`config.mk`:
```
export PLATFORM = sky130hd
export DESIGN_NAME = errstat_top
export DESIGN_NICKNAME = d
export VERILOG_FILES = /design/src/rtl/errstat_pkg.sv /design/src/rtl/errstat_cell.sv /design/src/rtl/errstat_irq.sv /design/src/rtl/errstat_shadow.sv /design/src/rtl/errstat_top.sv
export SDC_FILE = /design/constraint.sdc
export NUM_CORES = 1
export LEC_CHECK = 0
export ABC_AREA = 1
export CORE_ASPECT_RATIO = 0.75
export CORE_UTILIZATION = 45
export CTS_BUF_LIST = sky130_fd_sc_hd__clkbuf_4 sky130_fd_sc_hd__clkbuf_8
export DETAILED_ROUTE_END_ITERATION = 16
export PLACE_DENSITY = 0.82
export SYNTH_ARGS = -nofsm -noshare
export SYNTH_HDL_FRONTEND = slang
export SYNTH_SLANG_ARGS = --single-unit
```
`constraint.sdc`:
```
create_clock -name clk -period 1.1 [get_ports clk]
set_input_delay 0.22 -clock clk [delete_from_list [all_inputs] [get_ports clk]]
set_output_delay 0.22 -clock clk [all_outputs]
set_load 0.05 [all_outputs]
```
`src/rtl/errstat_pkg.sv`:
```
package errstat_pkg;

    typedef enum logic {
        ES_CLEAR = 1'b0,
        ES_HELD  = 1'b1
    } es_state_t;

endpackage

```
`src/rtl/errstat_cell.sv`:
```
module errstat_cell
    import errstat_pkg::*;
(
    input  logic clk,
    input  logic rst_n,
    input  logic set_i,
    input  logic clr_i,
    output logic held_o
);

    es_state_t state_q;
    es_state_t state_d;

    always_ff @(posedge clk or negedge rst_n) begin
        if (!rst_n) state_q <= ES_CLEAR;
        else        state_q <= state_d;
    end

    always_comb begin
        state_d = state_q;
        unique case (state_q)
            ES_CLEAR: if (set_i)  state_d = ES_HELD;                 // EV_SET
            ES_HELD:  if (clr_i && !set_i) state_d = ES_CLEAR;       // RD_CLR
        endcase
    end

    always_comb held_o = (state_q == ES_HELD);


    sticky_hold_chk: assert property (@(posedge clk) disable iff (!rst_n)
        (held_o && !clr_i) |=> held_o);

    set_wins_chk: assert property (@(posedge clk) disable iff (!rst_n)
        set_i |=> held_o);

    read_clear_chk: assert property (@(posedge clk) disable iff (!rst_n)
        (clr_i && !set_i) |=> !held_o);

endmodule

```
`src/rtl/errstat_irq.sv`:
```
module errstat_irq #(
    parameter int N_CH = 3
) (
    input  logic            clk,
    input  logic            rst_n,
    input  logic [N_CH-1:0] tx_bits_i,
    input  logic [N_CH-1:0] rx_bits_i,
    input  logic            pll_bit_i,
    input  logic            tx_en_i,
    input  logic            rx_en_i,
    input  logic            pll_en_i,
    output logic            tx_irq_o,
    output logic            rx_irq_o
);

    logic rx_from_ch;
    logic rx_from_pll;

    always_comb begin
        tx_irq_o    = tx_en_i && (|tx_bits_i);
        rx_from_ch  = rx_en_i && (|rx_bits_i);
        rx_from_pll = pll_en_i && pll_bit_i;
        rx_irq_o    = rx_from_ch || rx_from_pll;
    end


    tx_mask_chk: assert property (@(posedge clk) disable iff (!rst_n)
        (tx_bits_i == '0) |-> !tx_irq_o);

    rx_quiet_chk: assert property (@(posedge clk) disable iff (!rst_n)
        ((rx_bits_i == '0) && !pll_bit_i) |-> !rx_irq_o);

endmodule

```
`src/rtl/errstat_shadow.sv`:
```
module errstat_shadow #(
    parameter int DW = 8
) (
    input  logic          clk,
    input  logic          rst_n,
    input  logic          wr_i,
    input  logic [DW-1:0] wdata_i,
    output logic [DW-1:0] shadow_o
);

    always_ff @(posedge clk or negedge rst_n) begin
        if (!rst_n)    shadow_o <= '0;
        else if (wr_i) shadow_o <= wdata_i;
    end


    shadow_track_chk: assert property (@(posedge clk) disable iff (!rst_n)
        wr_i |=> (shadow_o == $past(wdata_i)));

    shadow_keep_chk: assert property (@(posedge clk) disable iff (!rst_n)
        !wr_i |=> $stable(shadow_o));

endmodule

```
`src/rtl/errstat_top.sv`:
```
module errstat_top #(
    parameter int          N_CH      = 3,
    parameter int          AW        = 8,
    parameter int          DW        = 8,
    parameter logic [7:0]  STAT_ADDR = 8'h3C,
    parameter logic [7:0]  SHAD_ADDR = 8'h3B
) (
    input  logic            clk,
    input  logic            rst_n,
    input  logic [AW-1:0]   bus_addr_i,
    input  logic [DW-1:0]   bus_wdata_i,
    input  logic            bus_wr_i,
    input  logic            bus_rd_i,
    output logic [DW-1:0]   bus_rdata_o,
    input  logic [N_CH-1:0] tx_err_i,
    input  logic [N_CH-1:0] rx_err_i,
    input  logic            pll_lim_i,
    input  logic            tx_irq_en_i,
    input  logic            rx_irq_en_i,
    input  logic            pll_irq_en_i,
    output logic            tx_irq_o,
    output logic            rx_irq_o
);

    localparam int NB      = 2 * N_CH + 1;
    localparam int PLL_POS = DW - 1;

    logic [NB-1:0] ev_vec;
    logic [NB-1:0] held_vec;
    logic [DW-1:0] stat_vec;
    logic [DW-1:0] shadow;
    logic [DW-1:0] rd_mux;
    logic          hit_stat;
    logic          hit_shad;
    logic          clr;

    always_comb begin
        hit_stat = (bus_addr_i == STAT_ADDR[AW-1:0]);
        hit_shad = (bus_addr_i == SHAD_ADDR[AW-1:0]);
        clr      = bus_rd_i && hit_stat;
        ev_vec   = {pll_lim_i, rx_err_i, tx_err_i};
    end

    for (genvar k = 0; k < NB; k++) begin : g_cell
        errstat_cell cell_i (
            .clk    (clk),
            .rst_n  (rst_n),
            .set_i  (ev_vec[k]),
            .clr_i  (clr),
            .held_o (held_vec[k])
        );
    end

    always_comb begin
        stat_vec              = '0;
        stat_vec[N_CH:1]      = held_vec[N_CH-1:0];
        stat_vec[2*N_CH:N_CH+1] = held_vec[2*N_CH-1:N_CH];
        stat_vec[PLL_POS]     = held_vec[NB-1];
    end

    errstat_shadow #(.DW(DW)) shadow_i (
        .clk      (clk),
        .rst_n    (rst_n),
        .wr_i     (bus_wr_i),
        .wdata_i  (bus_wdata_i),
        .shadow_o (shadow)
    );

    errstat_irq #(.N_CH(N_CH)) irq_i (
        .clk       (clk),
        .rst_n     (rst_n),
        .tx_bits_i (held_vec[N_CH-1:0]),
        .rx_bits_i (held_vec[2*N_CH-1:N_CH]),
        .pll_bit_i (held_vec[NB-1]),
        .tx_en_i   (tx_irq_en_i),
        .rx_en_i   (rx_irq_en_i),
        .pll_en_i  (pll_irq_en_i),
        .tx_irq_o  (tx_irq_o),
        .rx_irq_o  (rx_irq_o)
    );

    always_comb begin
        if (hit_stat)      rd_mux = stat_vec;
        else if (hit_shad) rd_mux = shadow;
        else               rd_mux = '0;
    end

    always_ff @(posedge clk or negedge rst_n) begin
        if (!rst_n)        bus_rdata_o <= '0;
        else if (bus_rd_i) bus_rdata_o <= rd_mux;
    end


    read_value_chk: assert property (@(posedge clk) disable iff (!rst_n)
        clr |=> (bus_rdata_o == $past(stat_vec)));

    other_read_chk: assert property (@(posedge clk) disable iff (!rst_n)
        (bus_rd_i && !hit_stat) |=> ((stat_vec & $past(stat_vec)) == $past(stat_vec)));

    bit0_zero_chk: assert property (@(posedge clk) disable iff (!rst_n)
        !bus_rdata_o[0] || !$past(clr));

    pll_route_chk: assert property (@(posedge clk) disable iff (!rst_n)
        (pll_lim_i && pll_irq_en_i) |=> (rx_irq_o || !pll_irq_en_i));

endmodule

```
==> flow_metrics.py <==
metrics = {
    "outcome": {
        "status": "finished, violations left",
        "violations": "DRC, setup timing",
    },
    "power_and_ir_drop": {
        "p_sw_share_pct": 25.2,
        "p_leak_nw": 0.878,
        "seq_power_share_pct": 56.5,
        "power_mw": 1.59,
        "p_int_mw": 1.19,
        "net-switching-power_mw": 0.400,
        "power_density_nw_per_um2": 912,
        "comb_power_share_pct": 18.5,
        "vdd_ir_drop_max_uv": 639,
        "pwr-share-clk_pct": 25.0,
    },
    "global_routing": {
        "grt_pass1_vias": 957,
        "grt_use_total_pct": 23.8,
        "grt_pass1_wl_um": 4260,
        "antenna_found_initial": 0,
        "grt_overflow": 0,
        "grt_max_degree": 24,
    },
    "worst_setup_path": {
        "cp_slowest_cell": "dfrtp_1",
        "reg2reg_depth": 4,
        "critPathMaxStageDelay_ns": 0.41,
        "worstPathRequired_ns": 0.88,
        "crit_fanout": 2,
        "crit_buf_inv": 1,
        "crit_family": "flip-flops",
        "worstPathCellList": "o31ai_2 > nand2_2 > buf_12",
        "worstPathArrival_ns": 1.25,
        "start_kind": "register",
        "rrSetupSlack_ns": 0.14,
        "worst-path-stages": 3,
        "reg2reg_from": "g_cell[4].cell_i.held_o",
        "timing.rr.end": "bus_rdata_o[5]",
        "worstSetupPathType": "reg -> out",
        "crit_path_end_kind": "output port",
    },
    "cts": {
        "cts-root-buf": "clkbuf_4",
        "path_clk_slew_ns": 0.13,
        "numCtsBuffers": 3,
        "clkLatencyLatePin_ns": 0.31,
        "cts_max_level": 1,
        "cts.path.max_buffers": 2,
        "cts_tree": "yes",
        "cts.sinks": 23,
    },
    "route": {
        "ant_nets": 0,
        "drt-pass1-iter-count": 10,
        "vias_per_cell": 5.28,
        "drtIter0Drc": 36,
        "routed_wl_um": 2900,
        "wl_per_cell_um": 15.9,
        "vias": 966,
        "drc": 1,
    },
    "yosys": {
        "ys_ff_latch": 23,
        "ys_seq_area_share_pct": 54.9,
        "ys_top_cells_by_area": "dfrtp_1 55%, nand2_1 10%, mux2_2 8.6%",
        "yosysWarnings": 0,
        "yosysUniqueCellTypes": 17,
        "synthCells": 106,
        "synth_top_area_share_pct": 54.9,
        "synth_top_area_cell": "dfrtp_1",
        "syn_area_um2": 1050,
        "syn-num-nets": 136,
        "synth.avg_cell_area_um2": 9.89,
    },
    "placed_design": {
        "placed_area_um2": 1650,
        "routabilityCongestion": 0.734,
        "io_buffer_count": 39,
        "dp_hpwl_um": 1980,
    },
    "timing": {
        "drv_slew": 0,
        "hold_violations": 0,
        "worst_slew_pin_slew_ns": 0.285,
        "rsz0062_at_grt": "yes",
        "finalSetupViolCount": 10,
        "fin_skew_ns": 0.00476,
        "min_period_over_period_pct": 133,
        "setup_slack_ns": -0.367,
        "period_needed_ns": 1.47,
        "max_freq_ghz": 0.682,
        "relSlewSlack_pct": 81.0,
    },
    "cells_and_area": {
        "diodes": 0,
        "final_cell_mix": "26 x nand2_1, 26 x clkdlybuf4s50_1, 23 x dfrtp_1, 15 x nand3_1, 13 x buf_12",
        "final_nets": 190,
        "drive_gt1_share_pct": 30.2,
        "final_area_um2": 1740,
        "area_delta_synth_final_pct": 65.9,
    },
    "floorplanning": {
        "rows": 14,
        "num_io_pins": 40,
        "start_util_pct": 49.9,
        "core_um2": 2100,
        "die_h_um": 43.8,
        "die_w_um": 57.7,
        "dieArea_um2": 2530,
    },
    "min_path": {
        "hp-class": "in -> async",
    },
    "flow_run": {
        "drv_cap": 0,
    },
}
## synth_stat cells, drive strengths merged
cell type,instances
nand3,15
nand2,31
dfrtp,23
buf,3
nand4,7
nor2,4
inv,12
o31a,1
o31ai,1
o21ai,1
mux2,8
## layer usage
metal	GRT usage, %	wire [um]	vias to the layer above
met3	6.87	189	14
met5	0	0	-
met2	43.0	1420	45
met1	26.1	1160	452
li1	-	-	455
met4	11.4	133	0
## metrics by stage
step	setup WS [ns]	util [%]	hold WS [ns]	std cells	TNS, ns
floorplan	0.0125	-	-0.0756	106	0
global placement	-0.258	78.6	0.496	174	-4.85
detailed placement	-0.295	78.6	0.501	174	-5.59
CTS	-0.376	80.8	0.222	180	-1.07
global route	-0.419	82.7	0.235	183	-1.53
finish	-0.367	82.7	0.235	183	-0.996
## how the worst max path moves through the flow
stage	from	endpoint	slack, ns
global placement	bus_addr_i[7]	g_cell[1].cell_i.held_o	-0.26
floorplan	g_cell[3].cell_i.held_o	rx_irq_o	0.01
finish	g_cell[4].cell_i.held_o	rx_irq_o	-0.37
detailed placement	bus_addr_i[4]	g_cell[3].cell_i.held_o	-0.29
CTS	g_cell[0].cell_i.held_o	tx_irq_o	-0.38
global route	g_cell[0].cell_i.held_o	tx_irq_o	-0.42
## worst register-to-register path, stage by stage, from the launching register on
cell and delay (ns):
dfrtp_1 0.41, buf_4 0.14, buf_4 0.13, nand3_1 0.10
nand3_1 0.08
## final cells by class
class / count / area [um2]
repair buffers: 52 / 633
flip-flops and latches: 23 / 576
multi-input cells: 68 / 428
fillers: 117 / 363
inverters: 12 / 45.0
well taps: 24 / 30.0
clock buffers: 3 / 22.5
clock inverters: 1 / 5.00
## kinds of logic (layout without fill, tap and decap cells)
logic type,after synthesis,after routing,share of synthesized area [%]
and+or+nand+nor,57,57,28.5
DFF,23,23,54.9
buffers and inverters,15,68,5.97
muxes,8,8,8.59
AOI/OAI and AO/OA,3,3,2.03
## timing repair
item,CTS,global route
pin swaps,0,5
buffers inserted,2,3
hold buffers,0,0
resized for setup,1,7
endpoints found under the setup margin,10,16
## power groups by stage
stage	Clock (mW)	Combinational [mW]	Sequential, mW
2_1_floorplan	0	0.0984	0.911
3_3_place_gp	0	0.278	0.910
3_5_place_dp	0	0.287	0.913
4_1_cts	0.407	0.288	0.897
5_1_grt	0.442	0.313	0.901
6_report	0.396	0.293	0.897
## flip-flops by register name, summed over array words and instances (netlist names)
name,flops
bus_rdata_o,8
g_cell.cell_i.held_o,7
shadow_i.shadow_o,8
Power figures use the tool's default switching activity.
